$ cat src/rtl/pxfmt_pkg.sv
package pxfmt_pkg;

    localparam int DATA_W    = 64;
    localparam int HALF_W    = DATA_W / 2;
    localparam int BYTE_W    = 8;
    localparam int HWORD_W   = 16;
    localparam int P16_LANES = DATA_W / HWORD_W;
    localparam int P32_LANES = DATA_W / HALF_W;
    localparam int WEAVE_N   = HALF_W / BYTE_W;

    // fractional bits dropped by each pack mode
    localparam int DROP_P16  = 7;
    localparam int DROP_P32  = 23;
    localparam int DROP_FIX  = 16;

    typedef enum logic [2:0] {
        OP_PACK16  = 3'd0,
        OP_PACK32  = 3'd1,
        OP_PACKFIX = 3'd2,
        OP_EXPAND  = 3'd3,
        OP_MERGE   = 3'd4
    } pxfmt_op_e;

    typedef struct packed {
        logic              vld;
        logic [DATA_W-1:0] data;
    } pxfmt_state_t;

endpackage

$ cat src/rtl/pxfmt_scale_lane.sv
module pxfmt_scale_lane #(
    parameter int IN_W       = 16,
    parameter int SHIFT_W    = 4,
    parameter int DROP       = 7,
    parameter int OUT_W      = 8,
    parameter bit OUT_SIGNED = 1'b0
) (
    input  logic [IN_W-1:0]    lane_in,
    input  logic [SHIFT_W-1:0] shamt,
    output logic [OUT_W-1:0]   lane_out
);

    // wide enough that the largest shift keeps every significant bit
    localparam int WIDE_W = IN_W + (1 << SHIFT_W);
    localparam int HI_I   = OUT_SIGNED ? (1 << (OUT_W - 1)) - 1 : (1 << OUT_W) - 1;
    localparam int LO_I   = OUT_SIGNED ? -(1 << (OUT_W - 1)) : 0;
    localparam logic signed [WIDE_W-1:0] HI_W = WIDE_W'(HI_I);
    localparam logic signed [WIDE_W-1:0] LO_W = WIDE_W'(LO_I);

    logic signed [WIDE_W-1:0] ext_w;
    logic signed [WIDE_W-1:0] shl_w;
    logic signed [WIDE_W-1:0] cut_w;

    always_comb begin
        ext_w = WIDE_W'($signed(lane_in));
        shl_w = ext_w <<< shamt;
        cut_w = shl_w >>> DROP;
        if (cut_w > HI_W) begin
            lane_out = HI_W[OUT_W-1:0];
        end else if (cut_w < LO_W) begin
            lane_out = LO_W[OUT_W-1:0];
        end else begin
            lane_out = cut_w[OUT_W-1:0];
        end
    end

endmodule

$ cat src/rtl/pxfmt_byteweave.sv
module pxfmt_byteweave #(
    parameter int N_BYTES = 4,
    parameter int BYTE_W  = 8
) (
    input  logic [N_BYTES*BYTE_W-1:0]   hi_src,
    input  logic [N_BYTES*BYTE_W-1:0]   lo_src,
    output logic [2*N_BYTES*BYTE_W-1:0] expand_o,
    output logic [2*N_BYTES*BYTE_W-1:0] merge_o
);

    localparam int PAD_W  = BYTE_W / 2;
    localparam int SLOT_W = 2 * BYTE_W;

    for (genvar g = 0; g < N_BYTES; g++) begin : g_byte
        // expand: byte sits four bits up inside its halfword
        assign expand_o[g*SLOT_W +: SLOT_W] =
            {{PAD_W{1'b0}}, lo_src[g*BYTE_W +: BYTE_W], {PAD_W{1'b0}}};
        // merge: second source low, first source high
        assign merge_o[g*SLOT_W +: SLOT_W] =
            {hi_src[g*BYTE_W +: BYTE_W], lo_src[g*BYTE_W +: BYTE_W]};
    end

endmodule

$ cat src/rtl/pxfmt_unit.sv
module pxfmt_unit
    import pxfmt_pkg::*;
#(
    parameter int SCALE_W = 5
) (
    input  logic               clk,
    input  logic               rst,
    input  logic               in_valid,
    input  logic [2:0]         op_sel,
    input  logic [DATA_W-1:0]  src_a,
    input  logic [DATA_W-1:0]  src_b,
    input  logic [SCALE_W-1:0] scale,
    output logic               res_valid,
    output logic [DATA_W-1:0]  result
);

    localparam int NARROW_W = SCALE_W - 1;
    localparam logic [DATA_W-1:0] LOW_BYTE_MASK =
        {P32_LANES{{(HALF_W-BYTE_W){1'b0}}, {BYTE_W{1'b1}}}};

    pxfmt_state_t st_d, st_q;

    logic [BYTE_W-1:0]  p16_byte [P16_LANES];
    logic [BYTE_W-1:0]  p32_byte [P32_LANES];
    logic [HWORD_W-1:0] fix_half [P32_LANES];
    logic [DATA_W-1:0]  pack16_w, pack32_w, fix_w, expand_w, merge_w;

    // ---------------- 16-bit pack lanes ----------------
    for (genvar g = 0; g < P16_LANES; g++) begin : g_p16
        pxfmt_scale_lane #(
            .IN_W(HWORD_W), .SHIFT_W(NARROW_W), .DROP(DROP_P16),
            .OUT_W(BYTE_W), .OUT_SIGNED(1'b0)
        ) u_lane (
            .lane_in (src_b[g*HWORD_W +: HWORD_W]),
            .shamt   (scale[NARROW_W-1:0]),
            .lane_out(p16_byte[g])
        );
    end

    // ---------------- 32-bit and fixed-point pack lanes ----------------
    for (genvar g = 0; g < P32_LANES; g++) begin : g_p32
        pxfmt_scale_lane #(
            .IN_W(HALF_W), .SHIFT_W(SCALE_W), .DROP(DROP_P32),
            .OUT_W(BYTE_W), .OUT_SIGNED(1'b0)
        ) u_byte (
            .lane_in (src_b[g*HALF_W +: HALF_W]),
            .shamt   (scale),
            .lane_out(p32_byte[g])
        );
        pxfmt_scale_lane #(
            .IN_W(HALF_W), .SHIFT_W(SCALE_W), .DROP(DROP_FIX),
            .OUT_W(HWORD_W), .OUT_SIGNED(1'b1)
        ) u_fix (
            .lane_in (src_b[g*HALF_W +: HALF_W]),
            .shamt   (scale),
            .lane_out(fix_half[g])
        );
    end

    // ---------------- expand and merge ----------------
    pxfmt_byteweave #(
        .N_BYTES(WEAVE_N), .BYTE_W(BYTE_W)
    ) u_weave (
        .hi_src  (src_a[HALF_W-1:0]),
        .lo_src  (src_b[HALF_W-1:0]),
        .expand_o(expand_w),
        .merge_o (merge_w)
    );

    // ---------------- lane assembly ----------------
    always_comb begin
        pack16_w = '0;
        for (int i = 0; i < P16_LANES; i++) begin
            pack16_w[i*BYTE_W +: BYTE_W] = p16_byte[i];
        end
        pack32_w = (src_a << BYTE_W) & ~LOW_BYTE_MASK;
        fix_w    = '0;
        for (int i = 0; i < P32_LANES; i++) begin
            pack32_w[i*HALF_W +: BYTE_W] = pack32_w[i*HALF_W +: BYTE_W] | p32_byte[i];
            fix_w[i*HWORD_W +: HWORD_W]  = fix_half[i];
        end
    end

    // ---------------- next state ----------------
    always_comb begin
        st_d     = st_q;
        st_d.vld = in_valid;
        if (in_valid) begin
            case (op_sel)
                OP_PACK16:  st_d.data = pack16_w;
                OP_PACK32:  st_d.data = pack32_w;
                OP_PACKFIX: st_d.data = fix_w;
                OP_EXPAND:  st_d.data = expand_w;
                OP_MERGE:   st_d.data = merge_w;
                default:    st_d.data = '0;
            endcase
        end
    end

    always_ff @(posedge clk) begin
        if (rst) begin
            st_q <= '0;
        end else begin
            st_q <= st_d;
        end
    end

    assign res_valid = st_q.vld;
    assign result    = st_q.data;

    // ---------------- assertions ----------------

    reset_clear_chk: assert property (@(posedge clk) disable iff (rst)
        $past(rst) |-> (!res_valid && result == '0));


    valid_follow_chk: assert property (@(posedge clk) disable iff (rst)
        !$past(rst) |-> (res_valid == $past(in_valid)));


    hold_idle_chk: assert property (@(posedge clk) disable iff (rst)
        (!$past(rst) && !$past(in_valid)) |-> $stable(result));


    pack16_hi_chk: assert property (@(posedge clk) disable iff (rst)
        (!$past(rst) && $past(in_valid && op_sel == OP_PACK16))
            |-> (result[DATA_W-1:HALF_W] == '0));


    expand_gap_chk: assert property (@(posedge clk) disable iff (rst)
        (!$past(rst) && $past(in_valid && op_sel == OP_EXPAND))
            |-> ((result & 64'hF00F_F00F_F00F_F00F) == '0));


    merge_low_chk: assert property (@(posedge clk) disable iff (rst)
        (!$past(rst) && $past(in_valid && op_sel == OP_MERGE))
            |-> (result[BYTE_W-1:0] == $past(src_b[BYTE_W-1:0])));


    unused_zero_chk: assert property (@(posedge clk) disable iff (rst)
        (!$past(rst) && $past(in_valid && op_sel > 3'd4))
            |-> (res_valid && result == '0));

endmodule

$ cat config.mk
export PLATFORM = sky130hd
export DESIGN_NAME = pxfmt_unit
export DESIGN_NICKNAME = d
export VERILOG_FILES = /design/src/rtl/pxfmt_pkg.sv /design/src/rtl/pxfmt_scale_lane.sv /design/src/rtl/pxfmt_byteweave.sv /design/src/rtl/pxfmt_unit.sv
export SDC_FILE = /design/constraint.sdc
export NUM_CORES = 1
export LEC_CHECK = 0
export ABC_AREA = 1
export CAP_MARGIN = 0
export CORE_UTILIZATION = 39
export DETAILED_ROUTE_END_ITERATION = 6
export DONT_BUFFER_PORTS = 1
export HOLD_SLACK_MARGIN = 0.03
export SYNTH_ARGS = -nofsm -noshare
export SYNTH_HDL_FRONTEND = slang
export SYNTH_SLANG_ARGS = --single-unit
$ cat constraint.sdc
create_clock -name clk -period 2.2 [get_ports clk]
set_clock_uncertainty 0.05 [all_clocks]
set_input_delay 0.33 -clock clk [delete_from_list [all_inputs] [get_ports clk]]
set_output_delay 0.33 -clock clk [all_outputs]
set_load 0.02 [all_outputs]
==> results by group, run 1 <==
Setup path
  – Worst Setup SP: scale[0]
  – Slowest cell on the critical path: nand2_4
  – Critical Path RT: 2.38 ns
  – CP max stage delay: roughly 0.18 ns
  – Crit Path Class: in -> reg
  – Crit path top cell by count: nand2_1
  – Element type at the critical path start: input pin
  – Critical-path cell list: clkinv_8 > clkbuf_16 > nand2_2 > nand3_2 > nand3_2 > nand2_2 > nand2_2 > nand2_4 > buf_4 > o21ai_1 > nand2_1 > nor2_1 > nand2_1 > nor2_2 > nand3_2 > nand2_4 > clkbuf_16 > nand2_1 > nand2_1 > nand3_1 > nand2_1 > a21oi_2
  – Arrival @ worst endpoint: 2.48 ns
  – Crit path capture type: flop
  – Worst r2r src: result[53]
  – Worst Path Max Fanout: 70

Clocking
  – Clk_lat worst skew: ~0.33 ns
  – CTS tree: done
  – CTS max path bufs: 2
  – Clock transition at path regs: 0.06 ns
  – Htree depth: 3
  – Root buf cell: clkbuf_16
  – Clock sink count: 65
  – Num CTS Buffers: 9

Floorplan
  – Rows: 56
  – Die Area: 0.0251 sq mm
  – IO Pins: approximately 200
  – Die width: 158 microns
  – Die Span Y: between 150 and 200 microns
  – Core area: about 0.024 sq mm
  – Initial core utilization: roughly two fifths

Timing
  – Min Tclk post-route: between 2 and 2.5 ns
  – Rel. slew slack: 46.7%
  – Fin crit share: 105%
  – # setup viols final: 36
  – Worst setup margin: -0.104 ns
  – RSZ-0062 raised after global routing: true
  – Count of final hold-check violations: 0
  – Fmax: 0.434 GHz
  – Worst Hold Slack: around 0.011 ns
  – Pins over their slew limit: 0
  – Worst-margin pin slew: 0.799 ns
  – Setup TNS: -2.63 ns

Drt
  – Remaining DRCs: 2
  – Via Count: 13700
  – Routed len/inst: approximately 20 microns
  – Final ANT Viol Nets: 0
  – Iteration-0 DRC Markers: around 1500
  – Pre-Repair DR Iteration Count: 7
  – WL final: around 47000 microns
  – Post-DR vias/cell: between 5 and 6

Global routing
  – Vias in the first global route: ~12000
  – Largest net degree at the start of global routing: between 80 and 90
  – Antenna violations before repair: 1
  – GRT Residual Overflow: 0
  – Gr usage total: 34.7%
  – First-pass GRT wire length: ~67000 microns

Layout
  – Fraction of layout cells with a size suffix above 1: between 30% and 40%
  – Nets: 2194
  – N_diodes: 0
  – Layout area overhead: 43.1%
  – Filler cell count: 2438

Place
  – Dpl hpwl: between 30000 and 40000 microns
  – Setup WS pre-CTS: -0.460 ns
  – Placer Congestion: slightly above 1
  – Port bufs: 0

Power and ir drop
  – PD cells: between 300 and 400 mW/mm^2
  – Peak supply drop: about 0.00042 V
  – Leakage: roughly 6.5 nW

Synthesis
  – Mapped Area: between 0.009 and 0.01 sq mm
  – Number of synthesized register bits: 65
  – Post-Syn Area per Cell: 4.97 sq um
  – Sequential area share after synthesis: a little over an eighth
  – Cells after Synth: roughly 1900
  – Syn_nets: between 2000 and 2500
  – Yosys warnings: 0
  – Cell variety after synth: 44

Min path
  – Hold/Removal Path Class: in -> reg
  – Hold path startpoint: rst

Run status
  – Failing checks: DRC, setup timing
  – Status: complete, but fails checks

Run
  – Max_cap viols: 0
cells by family (layout without fill, tap and decap cells):
group / Yosys count / count (layout) / share of synthesized area [%]
AOI/OAI and AO/OA: 245 / 245 / 14.9
and+or+nand+nor: 1391 / 1392 / 60.9
DFF: 65 / 65 / 13.6
buffers and inverters: 217 / 358 / 10.6
critical path: cells and delay by family:
kind | cells | cell delay, ns
AND/OR/NAND/NOR | 16 | 1.38
buffers and inverters | 4 | 0.57
AO/OA/AOI/OAI | 2 | 0.15
synth_stat cells (all sizes together):
| master | number | area, sq um |
|---|---|---|
| nand2 | 975 | 3700 |
| nand3 | 307 | 1590 |
| o21ai | 99 | 499 |
| a21oi | 93 | 507 |
| inv | 88 | 333 |
| buf | 86 | 521 |
| nor2 | 67 | 251 |
| dfxtp | 65 | 1300 |
| clkbuf | 43 | 161 |
| nand4 | 18 | 113 |
| o221ai | 12 | 105 |
| nor3 | 9 | 50.1 |
| a22oi | 8 | 60.1 |
| a31oi | 8 | 50.1 |
| o211ai | 8 | 60.1 |
| a22o | 5 | 43.8 |
| or2 | 5 | 31.3 |
| a211oi | 3 | 22.5 |
| and2 | 3 | 18.8 |
| nor4 | 3 | 25.0 |
| o21a | 3 | 22.5 |
| a32o | 2 | 20.0 |
| nand3b | 2 | 15.0 |
| o22ai | 2 | 12.5 |
| a21boi | 1 | 7.51 |
| and3 | 1 | 6.26 |
| nor3b | 1 | 7.51 |
| o31ai | 1 | 7.51 |
final timing paths:
kind | end | slack (ns) | cells past startpoint
setup / recovery | result[3] | -0.10 | 22
hold / removal | result[38] | 0.01 | 1
setup reg to reg | result[53] | 0.73 | 3
hold reg to reg | result[37] | 0.51 | 2
repair_timing:
action                                  4_1_cts  5_1_grt
endpoints found under the hold margin        51       37
pin swaps                                    18      154
setup buffers                                 1       15
resized for setup                            71      385
cloned                                        7        8
hold buffers                                 16        1
endpoints found under the setup margin       37       41
cell type report:
class	count	area, sq um	area share (%)
Timing Repair Buffer	253	2410	17.6
Timing Repair inverter	1	16.3	0.119
Clock inverter	5	31.3	0.229
Multi-Input combinational cell	1637	8860	64.9
Tap cell	319	399	2.92
Sequential cell	65	1300	9.53
Inverter	88	387	2.83
Clock buffer	11	243	1.78
state kept, by name, indices dropped and copies added, names as in the netlist:
register,count
result,64
res_valid,1
metal layers:
| metal | share of wire (%) | up-vias | global-route usage [%] |
|---|---|---|---|
| met2 | 44 | 707 | 54.7 |
| met4 | 2.9 | 2 | 10.6 |
| met1 | 43 | 6351 | 46.6 |
| met5 | 0.021 | - | 0 |
| met3 | 9.8 | 105 | 7.68 |
| li1 | - | 6539 | - |
layout by cell type, fill, tap and decap left out, drive strengths merged, types with 2 or more instances in the layout:
master / instances
nor4: 3
nand3b: 2
nand3: 307
nand2: 976
nand4: 18
a22o: 5
nor3: 9
o211ai: 8
inv: 85
dfxtp: 65
o21ai: 99
a22oi: 8
and2: 3
nor2: 67
o22ai: 2
a21oi: 93
o221ai: 12
clkbuf: 18
a31oi: 8
clkinv: 7
a32o: 2
dlygate4sd3: 17
o21a: 3
buf: 229
clkinvlp: 2
or2: 5
a211oi: 3
stage by stage:
step	instance area (sq um)	total power [W]	utilization [%]	std cells
2_1_floorplan	9700	0.00283	-	1918
3_3_place_gp	11100	0.00354	46.8	2315
3_5_place_dp	11100	0.00354	46.8	2315
4_1_cts	12000	0.00497	50.4	2355
5_1_grt	13600	0.00570	57.5	2379
6_report	13600	0.00540	57.5	2379
report_power, final:
part	total [W]	internal, W	switching (W)
clock network	0.00132	0.000789	0.000532
logic	0.00274	0.00116	0.00159
registers	0.00133	0.00123	0.000103
total	0.00540	0.00318	0.00222
No activity file was read; power rests on OpenSTA's default activity.
==> run 2: changes to the inputs <==
SKIP_CTS_REPAIR_TIMING = 1   (was default)
==> results by group, run 2 (synthesis gave the netlist of run 1 again) <==
Run status
  – Status: complete, but fails checks
  – Failing checks: setup timing

Min path
  – Hold/Removal Path Class: in -> reg

Layout
  – Filler cell count: between 2000 and 2500
  – Final Util: a little under three fifths
  – Area of the multi-input gates: 0.00893 sq mm
  – Storage cell area: between 0.001 and 0.0015 sq mm
  – Final Cell Area: roughly 0.014 sq mm
  – Commonest cells after routing, fill and taps aside: 719 x nand2_1, 217 x nand2_2, 206 x buf_4
  – N_diodes: 0
  – Largest register FFs: 64
  – Nets: between 2000 and 2500
  – Layout area overhead: 42.3%
  – Fraction of layout cells with a size suffix above 1: around 35%
  – Most common cell after layout, fill and taps aside: nand2_1

Setup path
  – Worst Path Max Fanout: 70
  – Slowest cell on the critical path: clkbuf_16
  – Critical Path RT: 2.37 ns
  – Crit Path Class: in -> reg
  – Element type at the critical path start: input pin
  – Crit path top cell by count: nand2_1
  – CP max stage delay: ~0.17 ns
  – Arrival @ worst endpoint: approximately 2.5 ns
  – Crit path buf inv count: 4
  – Critical-path cell list: clkinv_16 > buf_6 > nand2_1 > nand3_2 > nand2_2 > nand2_2 > nand3_2 > nand2_4 > buf_4 > o21ai_1 > nand2_1 > nor2_1 > nand2_1 > nor2_2 > nand3_2 > nand2_4 > clkbuf_16 > nand2_1 > nand2_1 > nand3_1 > nand2_1 > a21oi_1
  – Kind of cell adding the most delay to the critical path: simple AND/OR/NAND/NOR gates
  – Crit path capture type: flop

Power and ir drop
  – Leakage: approximately 6.4 nW
  – Peak supply drop: about 0.00042 V
  – PD cells: between 300 and 400 mW/mm^2

Drt
  – Remaining DRCs: 0
  – Pre-Repair DR Iteration Count: 5
  – WL final: roughly 47000 microns
  – Routed len/inst: slightly below 20 microns
  – Iteration-0 DRC Markers: ~1500
  – Final ANT Viol Nets: 0
  – Via Count: around 14000
  – Post-DR vias/cell: 5.77

Place
  – Port bufs: 0
  – Setup WS pre-CTS: -0.460 ns
  – Post-DP Area: roughly 0.011 sq mm
  – Dpl hpwl: 33400 microns
  – Placer Congestion: about 1.0

Timing
  – Rel. slew slack: between 40% and 50%
  – RSZ-0062 raised after global routing: true
  – Worst setup margin: -0.126 ns
  – # setup viols final: 36
  – Min Tclk post-route: ~2.3 ns
  – Fmax: approximately 0.43 GHz
  – Count of final hold-check violations: 0
  – Fin crit share: 106%
  – Pins over their slew limit: 0
  – Worst-margin pin slew: ~0.80 ns

Clocking
  – Clk_lat worst skew: roughly 0.33 ns
  – CTS tree: done
  – CTS max path bufs: 2
  – Htree depth: 3
  – Num CTS Buffers: 9
  – Clock sink count: 65
  – Clock transition at path regs: approximately 0.06 ns
  – Root buf cell: clkbuf_16

Floorplan
  – Rows: 56
  – IO Pins: ~200
  – Initial core utilization: 40.2%
  – Die width: around 160 microns
  – Die Span Y: between 150 and 200 microns
  – Core area: about 0.024 sq mm
  – Die Area: about 0.025 sq mm

Global routing
  – Antenna violations before repair: 0
  – Gr usage total: between 30% and 40%
  – GRT Residual Overflow: 0
  – First-pass GRT wire length: 65300 microns
  – Vias in the first global route: between 10000 and 15000
  – Largest net degree at the start of global routing: just under 90

Run
  – Max_cap viols: 0
-- run 2: worst paths after layout --
path,depth (start not counted),slack [ns],start,endpoint
setup reg to reg,3,0.81,result[47],result[47]
hold reg to reg,2,0.51,result[37],result[37]
hold / removal,1,0.005,rst,result[38]
setup / recovery,22,-0.13,scale[0],result[0]
-- run 2: where the power goes --
part	total, W	internal [W]	switching (W)
logic	0.00274	0.00114	0.00160
registers	0.00133	0.00123	0.000103
clock network	0.00132	0.000789	0.000534
total	0.00539	0.00316	0.00223
-- run 2: cell type report --
type / count / area share [%]
multi-input cells: 1637 / 65.8
repair buffers: 249 / 16.8
flip-flops and latches: 65 / 9.58
well taps: 319 / 2.94
inverters: 88 / 2.71
clock buffers: 11 / 1.79
clock inverters: 5 / 0.230
repair inverters: 1 / 0.120
-- run 2: metrics by stage --
stage | hold slack, ns | setup TNS [ns] | power [W] | instances
after global placement | 0.355 | -15.80 | 0.00354 | 2315
after detailed placement | 0.357 | -16.39 | 0.00354 | 2315
final | 0.00478 | -2.65 | 0.00539 | 2375
after floorplan | 0.495 | -2.70 | 0.00283 | 1918
after CTS | 0.00917 | -3.26 | 0.00486 | 2331
after global routing | 0.00774 | -6.77 | 0.00569 | 2375
-- run 2: layer usage --
layer | global-route usage (%) | vias up | share of wire, %
met2 | 53.2 | 736 | 44
li1 | - | 6529 | -
met4 | 9.62 | 0 | 2.7
met5 | 0 | - | 0
met1 | 46.2 | 6352 | 43
met3 | 6.23 | 91 | 11
==> run 3: changes to the inputs <==
ABC_AREA = default   (was 1)
==> results by group, run 3 <==
Drt
  – Post-DR vias/cell: 6.84
  – Routed len/inst: 27.8 microns
  – Iteration-0 DRC Markers: approximately 1600
  – Via Count: between 10000 and 15000
  – Pre-Repair DR Iteration Count: 6
  – WL final: around 53000 microns
  – Remaining DRCs: 0
  – Final ANT Viol Nets: 0

Power and ir drop
  – Comb pwr share: between 40% and 50%
  – Sequential share of power: between 20% and 30%
  – Peak supply drop: 0.000356 V
  – Tot Pwr: between 0.005 and 0.006 W
  – Internal power: 0.00350 W
  – Sw Ratio: between 30% and 40%
  – PD cells: 398 mW/mm^2
  – Leakage: approximately 5.3 nW
  – Switching power: 0.00190 W
  – Clock power share: 26.4%

Layout
  – Final Cell Area: between 0.01 and 0.015 sq mm
  – N_diodes: 0
  – Area of the multi-input gates: roughly 0.0092 sq mm
  – Storage cell area: between 0.001 and 0.0015 sq mm
  – Most common cell after layout, fill and taps aside: buf_4
  – Fraction of layout cells with a size suffix above 1: about 33%
  – Layout area overhead: 23.5%
  – Filler cell count: 2787
  – Final Util: 48.9%
  – Commonest cells after routing, fill and taps aside: 267 x buf_4, 154 x nor2_1, 114 x nand2_1
  – Nets: roughly 1600
  – Largest register FFs: between 60 and 70

Synthesis
  – Synth Flop Type: dfxtp_1
  – Cells after Synth: ~1400
  – Share of Yosys cell area claimed by the top area cell type: 11.8%
  – Top-count cell post-synth: nor2_1
  – Cell variety after synth: 100
  – Synth Area in Simple Gates: a little under a fifth
  – Synth Area in XOR/XNOR: less than 1%
  – Sequential area share after synthesis: a little under an eighth
  – Yosys warnings: 0
  – Syn_nets: 1504
  – Multiplexer area fraction after synthesis: 30.2%
  – Leading post-synthesis cells by cell area: dfxtp_1 12%, mux2i_1 11%, mux4_2 9.6%
  – Largest family of logic cells by synthesized area: multiplexers
  – Post-Syn Area per Cell: roughly 8.1 sq um
  – Number of synthesized register bits: 65
  – Mapped Area: about 0.011 sq mm
  – Fraction of the mapped netlist area in adder cells: 0%
  – Most frequent cells after synthesis: 154 x nor2_1, 120 x mux2i_1, 116 x nand2_1
  – Synth async-reset ratio: 0%
  – Post-synth EDFFs: 0
  – Synth Area in Compound Gates: ~30%
  – Post-synth top area cell: dfxtp_1

Floorplan
  – Die Area: 0.0289 sq mm
  – Core area: 0.0278 sq mm
  – Initial core utilization: between 30 and 40%
  – IO Pins: ~200
  – Rows: 61
  – Die Span Y: about 170 microns
  – Die width: 170 microns

Timing
  – Setup TNS: -18.19 ns
  – Rel. slew slack: 25.1%
  – Count of final hold-check violations: 0
  – Fin crit share: 128%
  – # setup viols final: 40
  – Min Tclk post-route: around 2.8 ns
  – Fmax: between 0.3 and 0.4 GHz
  – Pins over their slew limit: 0
  – RSZ-0062 raised after global routing: true
  – Worst-margin pin slew: about 1.1 ns
  – Worst setup margin: -0.614 ns

Setup path
  – Worst r2r src: result[2]
  – Setup crit end: result[15]
  – Worst Setup SP: scale[2]
  – Crit Path Class: in -> reg
  – Crit path capture type: flop
  – Arrival @ worst endpoint: between 2 and 3 ns
  – RR Endpoint: result[2]
  – Reg2Reg Depth: 5
  – Element type at the critical path start: input pin
  – Worst Path Max Fanout: 144
  – Critical Path RT: around 2.4 ns
  – Worst R2R Setup Slack: between 0.7 and 0.8 ns

Clocking
  – Num CTS Buffers: 9
  – Clock transition at path regs: around 0.060 ns
  – Clock sink count: 65
  – CTS tree: done
  – Root buf cell: clkbuf_16
  – Htree depth: 3
  – CTS max path bufs: 2
  – Clk_lat worst skew: around 0.33 ns

Place
  – Dpl hpwl: around 39000 microns
  – Post-DP Area: between 0.01 and 0.015 sq mm
  – Port bufs: 0
  – Placer Congestion: just under 1

Global routing
  – First-pass GRT wire length: 76400 microns
  – Antenna violations before repair: 0
  – Vias in the first global route: ~12000
  – Largest net degree at the start of global routing: about 150
  – GRT Residual Overflow: 0
  – Gr usage total: around a third

Run status
  – Failing checks: setup timing
  – Status: complete, but fails checks

Run
  – Max_cap viols: 0

Min path
  – Hold Path Depth: 2
  – Hold/Removal Path Class: in -> reg
## run 3: cell count changes after synthesis, sizes merged, moves of 26 or more
| cell | delta |
|---|---|
| nand2 | -858 |
| nand3 | -269 |
| mux2i | +121 |
| nor2 | +90 |
| inv | -79 |
| mux4 | +67 |
| clkbuf | +50 |
| mux2 | +46 |
| buf | -30 |
| a22oi | +26 |
## run 3: through the flow
stage,cells,setup slack (ns),hold slack (ns)
floorplan,1365,-0.866,0.487
global placement,1853,-1.09,0.355
detailed placement,1853,-1.03,0.358
CTS,1869,-0.689,0.00689
global route,1891,-0.618,0.0855
finish,1891,-0.614,0.0952
## run 3: final cells by class
class                      count  area share [%]
clock buffer                  13            1.84
clock inverter                 3           0.295
inverter                      13           0.387
multi-input combinational   1139            68.1
sequential                    65            9.58
tap                          378            3.48
timing repair buffer         280            16.4
## run 3: power groups by stage
stage	clock, W	combinational [W]	sequential (W)
2_1_floorplan	0	0.00174	0.00131
3_3_place_gp	0	0.00244	0.00132
3_5_place_dp	0	0.00244	0.00132
4_1_cts	0.00143	0.00245	0.00130
5_1_grt	0.00149	0.00283	0.00130
6_report	0.00142	0.00268	0.00130
## run 3: kinds of logic (layout without fill, tap and decap cells)
kind of cell	after synthesis	count (layout)
AOI/OAI and AO/OA	465	465
xor gates and xnor gates	1	1
buffers and inverters	162	309
DFF	65	65
muxes	234	234
and+or+nand+nor	438	439
## run 3: how the worst min path moves through the flow
stage | start | end
2_1_floorplan | src_a[7] | result[15]
3_3_place_gp | rst | result[45]
3_5_place_dp | rst | result[41]
4_1_cts | rst | res_valid
5_1_grt | src_b[16] | result[32]
6_report | rst | result[12]
## run 3: routing by layer
layer | global-route usage [%] | routed length (microns) | vias up
met5 | 0 | 0 | -
met4 | 13.7 | 2170 | 0
met3 | 6.58 | 4610 | 158
met2 | 56.3 | 24600 | 751
met1 | 45.9 | 21300 | 6335
li1 | - | - | 5690
## run 3: worst max-delay path, cell delays in order
cell and delay [ns]:
mux2_4 0.29, mux4_2 0.52, a21oi_2 0.19, and3_1 0.17, nand4_1 0.15, a2111oi_4 0.30, buf_4 0.20, buf_6 0.12
nand2_4 0.05, a222oi_1 0.53, o21ai_1 0.10
